--- config.mk ---
export PLATFORM = sky130hd
export DESIGN_NAME = vtag_hash_filter
export DESIGN_NICKNAME = d
export VERILOG_FILES = /design/src/rtl/vtag_hash_pkg.sv /design/src/rtl/vtag_crc_chain.sv /design/src/rtl/vtag_hash_index.sv /design/src/rtl/vtag_table_pick.sv /design/src/rtl/vtag_hash_filter.sv
export SDC_FILE = /design/constraint.sdc
export NUM_CORES = 1
export LEC_CHECK = 0
export BUFFER_PORTS_ARGS = -buffer_cell sky130_fd_sc_hd__clkbuf_2
export CAP_MARGIN = 0
export CORE_ASPECT_RATIO = 1.75
export CORE_UTILIZATION = 55
export CTS_CLUSTER_SIZE = 10
export DETAILED_ROUTE_END_ITERATION = 10
export PLACE_DENSITY = 0.75
export RECOVER_POWER = 25
export SETUP_SLACK_MARGIN = 0.2
export SLEW_MARGIN = 40
export SYNTH_ARGS = -nofsm -noshare
export SYNTH_HDL_FRONTEND = slang
export SYNTH_SLANG_ARGS = --single-unit
--- constraint.sdc ---
create_clock -name clk_i -period 2 [get_ports clk_i]
set_input_delay 0.2 -clock clk_i [delete_from_list [all_inputs] [get_ports clk_i]]
set_output_delay 0.2 -clock clk_i [all_outputs]
set_load 0.03 [all_outputs]
--- src/rtl/vtag_hash_pkg.sv ---
package vtag_hash_pkg;
  localparam int unsigned CRC_W = 32;
  localparam logic [CRC_W-1:0] CRC_POLY_REFL = 32'hEDB88320;
  localparam logic [CRC_W-1:0] CRC_SEED = 32'hFFFFFFFF;

  // one LSB-first serial step of the reflected CRC
  function automatic logic [CRC_W-1:0] crc_step(input logic [CRC_W-1:0] c, input logic d);
    logic fb;
    fb = c[0] ^ d;
    return (c >> 1) ^ ({CRC_W{fb}} & CRC_POLY_REFL);
  endfunction
endpackage

--- src/rtl/vtag_crc_chain.sv ---
module vtag_crc_chain
  import vtag_hash_pkg::*;
#(
  parameter int unsigned DATA_W  = 16,
  parameter int unsigned SHORT_W = 12
) (
  input  logic [DATA_W-1:0] data_i,
  input  logic              short_i,
  output logic [CRC_W-1:0]  crc_o
);
  logic [CRC_W-1:0] stage [DATA_W+1];

  assign stage[0] = CRC_SEED;

  for (genvar gi = 0; gi < DATA_W; gi++) begin : g_bit
    assign stage[gi+1] = crc_step(stage[gi], data_i[gi]);
  end

  // final complement on whichever length was requested
  assign crc_o = short_i ? ~stage[SHORT_W] : ~stage[DATA_W];
endmodule

--- src/rtl/vtag_hash_index.sv ---
module vtag_hash_index
  import vtag_hash_pkg::*;
#(
  parameter int unsigned IDX_W = 4
) (
  input  logic [CRC_W-1:0] crc_i,
  output logic [IDX_W-1:0] idx_o
);
  // top bits of the bit-reversed value: idx msb is crc lsb
  for (genvar gk = 0; gk < IDX_W; gk++) begin : g_rev
    assign idx_o[IDX_W-1-gk] = crc_i[gk];
  end

  logic unused_hi;
  assign unused_hi = ^crc_i[CRC_W-1:IDX_W];
endmodule

--- src/rtl/vtag_table_pick.sv ---
module vtag_table_pick #(
  parameter int unsigned IDX_W = 4,
  localparam int unsigned TBL_W = 1 << IDX_W
) (
  input  logic [IDX_W-1:0] idx_i,
  input  logic [TBL_W-1:0] tbl_i,
  output logic             hit_o
);
  logic [TBL_W-1:0] sel;

  for (genvar gi = 0; gi < TBL_W; gi++) begin : g_dec
    assign sel[gi] = (idx_i == IDX_W'(gi));
  end

  assign hit_o = |(sel & tbl_i);
endmodule

--- src/rtl/vtag_hash_filter.sv ---
module vtag_hash_filter
  import vtag_hash_pkg::*;
#(
  parameter int unsigned TAG_W = 16,
  parameter int unsigned VID_W = 12,
  parameter int unsigned IDX_W = 4,
  localparam int unsigned TBL_W = 1 << IDX_W
) (
  input  logic             clk_i,
  input  logic             rst_ni,
  input  logic             valid_i,
  input  logic [TAG_W-1:0] tag_i,
  input  logic             vid_only_i,
  input  logic             hash_en_i,
  input  logic [TBL_W-1:0] table_i,
  output logic             done_o,
  output logic             accept_o
);
  // stage 1: capture request
  logic             v1_q, short1_q, en1_q;
  logic [TAG_W-1:0] tag1_q;
  logic [TBL_W-1:0] tbl1_q;

  always_ff @(posedge clk_i or negedge rst_ni) begin
    if (!rst_ni) begin
      v1_q     <= 1'b0;
      short1_q <= 1'b0;
      en1_q    <= 1'b0;
      tag1_q   <= '0;
      tbl1_q   <= '0;
    end else begin
      v1_q <= valid_i;
      if (valid_i) begin
        short1_q <= vid_only_i;
        en1_q    <= hash_en_i;
        tag1_q   <= tag_i;
        tbl1_q   <= table_i;
      end
    end
  end

  // hash
  logic [CRC_W-1:0] crc;
  logic [IDX_W-1:0] idx;

  vtag_crc_chain #(.DATA_W(TAG_W), .SHORT_W(VID_W)) u_crc (
    .data_i (tag1_q),
    .short_i(short1_q),
    .crc_o  (crc)
  );

  vtag_hash_index #(.IDX_W(IDX_W)) u_idx (
    .crc_i(crc),
    .idx_o(idx)
  );

  // stage 2: index register
  logic             v2_q, en2_q;
  logic [IDX_W-1:0] idx2_q;
  logic [TBL_W-1:0] tbl2_q;

  always_ff @(posedge clk_i or negedge rst_ni) begin
    if (!rst_ni) begin
      v2_q   <= 1'b0;
      en2_q  <= 1'b0;
      idx2_q <= '0;
      tbl2_q <= '0;
    end else begin
      v2_q <= v1_q;
      if (v1_q) begin
        en2_q  <= en1_q;
        idx2_q <= idx;
        tbl2_q <= tbl1_q;
      end
    end
  end

  // stage 3: lookup and decision
  logic hit;

  vtag_table_pick #(.IDX_W(IDX_W)) u_pick (
    .idx_i(idx2_q),
    .tbl_i(tbl2_q),
    .hit_o(hit)
  );

  always_ff @(posedge clk_i or negedge rst_ni) begin
    if (!rst_ni) begin
      done_o   <= 1'b0;
      accept_o <= 1'b0;
    end else begin
      done_o <= v2_q;
      if (v2_q) accept_o <= en2_q ? hit : 1'b1;
    end
  end

  a_r2_done_after_three: assert property (@(posedge clk_i) disable iff (!rst_ni)
    valid_i |-> ##3 done_o);

  a_r2_no_spurious_done: assert property (@(posedge clk_i) disable iff (!rst_ni)
    done_o |-> $past(valid_i, 3));

  a_r7_disabled_accepts: assert property (@(posedge clk_i) disable iff (!rst_ni)
    (valid_i && !hash_en_i) |-> ##3 accept_o);

  a_r6_full_table_accepts: assert property (@(posedge clk_i) disable iff (!rst_ni)
    (valid_i && hash_en_i && (&table_i)) |-> ##3 accept_o);

  a_r6_empty_table_rejects: assert property (@(posedge clk_i) disable iff (!rst_ni)
    (valid_i && hash_en_i && (table_i == '0)) |-> ##3 !accept_o);

  a_r8_hold_between_done: assert property (@(posedge clk_i) disable iff (!rst_ni)
    !done_o |-> $stable(accept_o));
endmodule

======== After elaboration in Yosys (flattened, before gate mapping) ========
Cells that the tools add are included.
word-level totals
  latch bits .............................. 0
  memory bits (read-only) ................. 0
  bits of input ports ..................... 37
  register bits after elaboration ......... 59
  memories kept ........................... 0
  word-level logic and storage cells ...... 63
  output and inout bits ................... 2
  bits in writable memories ............... 0
cells by class
  equality and inequality tests ........... 15
  reductions and logical operators ........ 2
  mux-type cells .......................... 2
  div/mod/pow operators ................... 0
  multipliers ............................. 0
  bitwise gates (word level) .............. 33
  magnitude comparators ................... 0
  shifts and indexed selects .............. 0
  $add $sub $neg .......................... 0
operators by type and width
  cell                                           count
  == test 4 bit, second input constant           8
  inverter 16 -> 19 bit                          1
  XOR 18 x 16 -> 18 bit                          1
  XOR 17 x 16 -> 17 bit                          1
  AND 16 bit                                     1
  == test 4 x 3 -> 1 bit, second input constant  4
  OR reduction 16 bit                            1
  XOR 16 bit                                     1
  XOR 15 x 10 -> 15 bit                          1
  XOR 14 x 10 -> 14 bit                          1
  XOR 1 bit                                      13
  XOR 13 x 10 -> 13 bit                          1
  XOR 12 x 10 -> 12 bit                          1
  XOR 11 x 10 -> 11 bit                          1
  XOR 10 bit                                     1
  XOR 9 bit                                      1
  == test 4 x 2 -> 1 bit, second input constant  2
  inverter 4 bit                                 2
  XOR 8 x 6 -> 8 bit                             1
  XOR 7 x 6 -> 7 bit                             1
  XOR 6 bit                                      1
  XOR 5 x 1 -> 5 bit, second input constant      1
  == test 4 x 1 -> 1 bit, second input constant  1
  logical NOT 4 bit                              1
  4 further kinds                                4

======== Longest topological paths before layout ========
Gate-level depths: netlist of run 1.
  depth after elaboration ................. 32
  depth in mapped cells ................... 4
  gate-level depth less buffers ........... 4

======== Modules after synthesis ========
Synthesis of run 1 repeated with hierarchy kept, for this count alone.
second synthesis, totals
  cells, all modules ...................... 321
  area, all modules ....................... 4,179.0 um^2
modules (own cells, without submodules)
  module            seq. area each (um^2)  cells an instance  times used  area each (um^2)
  vtag_hash_filter  1,476.4                123                1           2,308.5
  vtag_crc_chain    0.0                    187                1           1,705.4
  vtag_table_pick   0.0                    7                  1           135.1
  vtag_hash_index   0.0                    4                  1           30.0

======== Worst setup path after synthesis of run 1 ========
Ideal clock, no wire load.
  path kind ............................... register -> register
  start ................................... register idx2_q[1]
  end ..................................... register accept_o
  path buffers ............................ 0
  slack ................................... 0.294 ns
  data arrival time ....................... 1.585 ns
  library setup time ...................... 0.121 ns
  stages on the path, launching flop included .. 4
  clock period less this slack ............ 1.706 ns
  required time ........................... 1.879 ns
  cells stage by stage .................... dfrtp_1 -> mux4_1 -> mux4_2 -> o22a_1
between the ends
  longest elaborated chain between the ends .. 4
  elaborated cells between the ends (all ways) .. 19
  classes of those cells .................. eq/ne: 15; mux: 1; bitwise: 1; reduce/logical: 2
RTL lines
  what                                                  RTL line                source
  from (decl)                                           vtag_hash_filter.sv:59  logic [IDX_W-1:0] idx2_q;
  from (signal assigned)                                vtag_hash_filter.sv:72  idx2_q <= idx;
  == test 4 x 1 -> 1 bit, or another cell as far along  vtag_table_pick.sv:12   assign sel[gi] = (idx_i == IDX_W'(gi));
  AND 16 bit *                                          vtag_table_pick.sv:15   assign hit_o = |(sel & tbl_i);
  OR reduction 16 bit *                                 vtag_table_pick.sv:15
  2-to-1 mux 1 bit *                                    vtag_hash_filter.sv:93  if (v2_q) accept_o <= en2_q ? hit : 1'b1;
  to (signal assigned)                                  vtag_hash_filter.sv:93
  to (decl)                                             vtag_hash_filter.sv:17  output logic accept_o
Mark *: on every way between the ends. The rest lies on a longest branch, timed or not.
A chain may end at the register's enable or synchronous reset.

======== Final worst setup path of run 1 ========
Same ends and word-level chain as after synthesis.

==> results of run 1 <==
area by class of cell:
cell class	count	area [um2]
multi-input cells	86	991.0
flip-flops and latches	57	1428
clock buffers	14	172.7
well taps	49	61.31
repair buffers	40	225.2
fillers	323	1315
clock inverters	2	35.03
routing by layer:
metal	track usage, %	wire length, um	vias up
met5	0	0	-
met4	10.53	75	0
met3	4.545	144	7
met2	35.44	2343	30
met1	23.98	1610	675
li1	-	-	624
worst max-delay path, cell delays in order, from the launching register on:
cell and delay, ns:
dfrtp_2 0.44, mux4_2 0.54, mux4_2 0.47, o22a_1 0.18
sequential cells by signal, indices dropped and copies added, names as in the netlist:
name      count
v1_q          1
en1_q         1
idx2_q        4
tbl2_q       16
short1_q      1
v2_q          1
tag1_q       14
en2_q         1
accept_o      1
done_o        1
tbl1_q       16
report_power, final:
group	total, mW	switching, mW	internal, mW
Sequential	1.47	0.146	1.33
Clock	1.10	0.424	0.676
Combinational	0.613	0.219	0.394
stage by stage:
stage | total power [mW] | area, um2 | instances | setup slack, ns | util [%]
2_1_floorplan | 1.903 | 2459 | 150 | 0.2941 | -
3_3_place_gp | 2.050 | 2709 | 231 | 0.1713 | 64.07
3_5_place_dp | 2.092 | 2709 | 231 | 0.1488 | 64.07
4_1_cts | 3.222 | 2920 | 248 | 0.2168 | 69.07
5_1_grt | 3.335 | 2913 | 248 | 0.2113 | 68.90
6_report | 3.185 | 2913 | 248 | 0.2633 | 68.90
cell families after synthesis:
| family | count (synthesis) | synth area share (%) |
|---|---|---|
| buffers and inverters | 7 | 1.069 |
| and+or+nand+nor | 5 | 1.120 |
| DFF | 57 | 58.02 |
| xor gates and xnor gates | 18 | 8.652 |
| AOI/OAI and AO/OA | 3 | 0.9164 |
| muxes | 60 | 30.23 |
worst max-delay path by stage:
stage,from,to,depth (start not counted)
6_report,idx2_q[1]$_DFFE_PN0P_,accept_o$_DFFE_PN0P_,3
3_5_place_dp,idx2_q[1]$_DFFE_PN0P_,accept_o$_DFFE_PN0P_,3
4_1_cts,idx2_q[1]$_DFFE_PN0P_,accept_o$_DFFE_PN0P_,3
3_3_place_gp,idx2_q[1]$_DFFE_PN0P_,accept_o$_DFFE_PN0P_,3
5_1_grt,idx2_q[1]$_DFFE_PN0P_,accept_o$_DFFE_PN0P_,3
2_1_floorplan,idx2_q[1]$_DFFE_PN0P_,accept_o$_DFFE_PN0P_,3
what timing repair did:
action | in CTS | in global routing
gates cloned | 0 | 0
gates resized for setup | 3 | 2
hold buffers | 1 | 0
pin swaps | 0 | 0
hold endpoints to repair | 21 | 0
endpoints found under the setup margin | 1 | 1
cell usage in the layout (no fill, tap or decap), drive strengths merged:
| cell | Yosys | layout |
|---|---|---|
| mux4 | 5 | 5 |
| o211ai | 1 | 1 |
| dfrtp | 57 | 57 |
| a31oi | 1 | 1 |
| bufinv | 0 | 1 |
| xnor2 | 8 | 8 |
| mux2 | 52 | 52 |
| nand3b | 1 | 1 |
| mux2i | 3 | 3 |
| xor2 | 6 | 6 |
| dlygate4sd3 | 0 | 1 |
| nor2b | 2 | 2 |
| clkinv | 0 | 1 |
| xnor3 | 4 | 4 |
| nand2 | 2 | 2 |
| clkbuf | 2 | 50 |
| buf | 5 | 3 |
| o22a | 1 | 1 |
==> flow_summary.yaml, run 1 <==
placement:
  port_buffers: 36
  dpl.hpwl_um: 2892
  gp_congestion: 0.7176
flow_run:
  drv_cap: 0
hold_path:
  hold_path_class: "in -> reg"
  hold-path-endpoint: "tbl1_q[11]$_DFFE_PN0P_"
  hold_depth: 2
  hp-start: "table_i[11]"
clock_network:
  clk_pin_slew_ns: 0.06
  clock_sinks: 57
  cts_buffer_depth: 2
  post_cts_buffers: 0
  cts_tree: "yes"
  numCtsBuffers: 9
  htreeDepth: 3
  insertion_delay_ns: 0.33
  root_buffer: "clkbuf_8"
die:
  die_x_um: 52.54
  pin_count: 39
  row_count: 31
  die-height_um: 90.45
  start_util_pct: 58.15
  die-area_mm2: 0.004752
  core_area_mm2: 0.004228
routing:
  wl_per_cell_um: 16.83
  dr.pass1.iters: 4
  drc_errors: 0
  vias: 1336
  wl_um: 4173
  drt_iter0_drc: 15
  viasPerCell: 5.387
  ant_nets: 0
timing:
  finalHoldViolations: 0
  tightest_slew_ns: 0.5502
  min_period_ns: 1.737
  rsz0062_at_grt: "no"
  period_share_pct: 86.84
  finalSetupViolations: 0
  finalClockSkew_ns: 0.003491
  drv_slew: 0
  max_freq_ghz: 0.5758
  slew_headroom_pct: 63.32
  setup_tns_ns: 0
  whs_ns: 0.1023
cells_and_area:
  antenna_cells_inserted: 0
  nets: 231
  syn2layout_area_growth_pct: 18.47
  drive_gt1_share_pct: 55.78
global_route:
  grt_pass1_vias: 1530
  overflow: 0
  grt_pass1_wl_um: 7058
  track_usage_pct: 21.02
  grt_antenna_before_repair: 0
  grt_max_degree: 37
worst_setup_path:
  critPathLaunchType: "flip-flop"
  crit_fanout: 5
  ff2ff_path_depth: 3
  endpoint_kind: "flip-flop"
  r2r-end: "accept_o$_DFFE_PN0P_"
  criticalPathCategory: "reg -> reg"
  r2r_slack_ns: 0.26
  required_ns: 2.21
  crit-reg2reg-launch: "idx2_q[1]$_DFFE_PN0P_"
  critPathArrivalTime_ns: 1.95
yosys:
  syn_avg_cell_area_um2: 16.39
  ys.flop_type: "dfrtp_1"
  yosys_warnings: 0
  synth_fp_nets: 187
  synthesis.area_mm2: 0.002459
  async_flop_share_pct: 100.0
  yosysMostFrequentCell: "dfrtp_1"
  ys_top_cells_by_count: "dfrtp_1, mux2_2, xnor2_1"
  yosys-top-cells-area: "dfrtp_1, mux2_2, mux4_1"
  synth_top_area_cell: "dfrtp_1"
  synth_edf_count: 0
  yosys.area.top_type_share_pct: 58.02
  ys_seq_area_share_pct: 58.02
  synthCells: 150
  ys_ff_latch: 57
  ys_types: 16
run_status:
  status: "finished clean"
pwr:
  p_per_area_mw_per_mm2: 1094
  max-vdd-ir-drop_v: 0.0008971
  p_leak_nw: 1.315
Note: power is estimated with default switching activity, not from simulation.
==> run 2, diff against run 1 <==
- CELL_PAD_IN_SITES_DETAIL_PLACEMENT: unset -> 2
- CELL_PAD_IN_SITES_GLOBAL_PLACEMENT: unset -> 2
- CORE_UTILIZATION: 55 -> 40
- GPL_TIMING_DRIVEN: unset -> 0
==> flow_summary.yaml, run 2 (synthesis gave the netlist of run 1 again) <==
placement:
  port_buffers: 36
  dp_cells: 264
  gp_congestion: 0.7674
  place_area_mm2: 0.002739
  dpl.hpwl_um: 3768
die:
  die-area_mm2: 0.006476
  start_util_pct: 41.49
  die_x_um: 61.27
  pin_count: 39
  die-height_um: 105.7
  core_area_mm2: 0.005926
  row_count: 37
timing:
  period_share_pct: 87.53
  rsz0062_at_grt: "yes"
  tightest_slew_ns: 0.7261
  max_freq_ghz: 0.5713
  drv_slew: 0
  finalHoldViolations: 0
  setup_tns_ns: 0
  min_period_ns: 1.751
  finalSetupViolations: 0
  slew_headroom_pct: 51.59
  finalClockSkew_ns: 0.007015
pwr:
  p_per_area_mw_per_mm2: 1061
  max-vdd-ir-drop_v: 0.0004921
  p_switching_mw: 0.8431
  p_int_mw: 2.260
  p_leak_nw: 1.291
  combPwrFrac_pct: 20.4
  clkPwrFrac_pct: 31.9
  power_frac_seq_pct: 47.7
  p_sw_share_pct: 27.17
worst_setup_path:
  critPathArrivalTime_ns: 1.98
  criticalPathCategory: "reg -> reg"
  critPathTopFamily: "multiplexers"
  required_ns: 2.23
  path_cells: "mux4_2, mux4_2, o22a_1"
  r2r_slack_ns: 0.25
  critPathLaunchType: "flip-flop"
  critical_path_buf_inv_count: 0
  cpPeakStageDelay_ns: 0.55
  crit_fanout: 5
  cpMaxStageDelayCell: "mux4_2"
  endpoint_kind: "flip-flop"
  cp_common_cell: "mux4_2"
cells_and_area:
  register_area_mm2: 0.001428
  nets: 236
  nFillCells: 619
  syn2layout_area_growth_pct: 18.98
  layout_commonest_cell: "dfrtp_1"
  largest_registers: "tbl1_q: 16 flops, tbl2_q: 16 flops, tag1_q: 14 flops"
  final_util_pct: 49.37
  antenna_cells_inserted: 0
  multi_input_area_um2: 991.0
  layout_common_cells: "dfrtp_1, mux2_2, clkbuf_2"
  drive_gt1_share_pct: 52.71
  design_area_mm2: 0.002925
  stdcell_count: 281
clock_network:
  htreeDepth: 3
  clock_sinks: 57
  cts_tree: "yes"
  insertion_delay_ns: 0.33
  root_buffer: "clkbuf_8"
  cts_buffer_depth: 2
  post_cts_buffers: 0
  clk_pin_slew_ns: 0.07
  numCtsBuffers: 9
global_route:
  grt_max_degree: 58
  grt_antenna_before_repair: 0
  track_usage_pct: 19.44
  grt_pass1_wl_um: 8631
  overflow: 0
  grt_pass1_vias: 1715
routing:
  dr.pass1.iters: 4
  vias: 1390
  wl_um: 5306
  ant_nets: 0
  drt_iter0_drc: 18
  wl_per_cell_um: 18.88
  drc_errors: 0
  viasPerCell: 4.947
hold_path:
  hold_path_class: "in -> reg"
flow_run:
  drv_cap: 0
run_status:
  status: "finished clean"
-- run 2: cell types whose count changed in the layout (fill, tap and decap cells not counted), sizes merged --
cell / delta
buf: +3
dlygate4sd3: +1
bufinv: -1
clkinvlp: +1
-- run 2: metrics by stage --
step	worst slack (ns)	power, mW	hold slack [ns]
global placement	0.1232	2.071	0.3279
CTS	0.2040	3.143	0.08366
global route	0.1904	3.257	0.08373
finish	0.2495	3.103	0.09541
floorplan	0.2941	1.903	-0.09559
detailed placement	0.08840	2.120	0.3371
-- run 2: power groups by stage --
stage	clock network, mW	registers (mW)	logic (mW)
4_1_cts	1.02	1.48	0.644
2_1_floorplan	0	1.45	0.449
6_report	0.990	1.48	0.633
5_1_grt	1.06	1.51	0.685
3_5_place_dp	0	1.49	0.625
3_3_place_gp	0	1.47	0.597
-- run 2: final timing paths --
kind | start | to | cells past startpoint
max | idx2_q[1]$_DFFE_PN0P_ | accept_o$_DFFE_PN0P_ | 3
min | table_i[8] | tbl1_q[8]$_DFFE_PN0P_ | 2
max reg2reg | idx2_q[1]$_DFFE_PN0P_ | accept_o$_DFFE_PN0P_ | 3
min reg2reg | v2_q$_DFF_PN0_ | done_o$_DFF_PN0_ | 0
max in group asynchronous | rst_ni | idx2_q[1]$_DFFE_PN0P_ | 2
min in group asynchronous | rst_ni | tag1_q[8]$_DFFE_PN0P_ | 2
-- run 2: layer usage --
metal	share of wire (%)	vias up	wire, um	global-route usage, %
li1	-	630	-	-
met1	36	724	1899	19.20
met2	59	29	3137	35.09
met3	3.0	7	158	5.644
met4	2.1	0	111	8.766
met5	0	-	0	0
-- run 2: final cells by class --
cell class,instances,share of cell area (%)
clock buffer,13,5.774
buffer,7,0.8982
multi-input combinational,86,33.88
sequential,57,48.80
timing repair buffer,38,6.886
clock inverter,2,0.4277
tap,78,3.336
-- run 2: repair_timing --
action / in CTS / in global routing
gates resized for setup: 3 / 2
cloned: 0 / 0
pin swaps: 0 / 1
hold endpoints to repair: 31 / 0
setup endpoints to repair: 1 / 1
hold buffers: 2 / 0
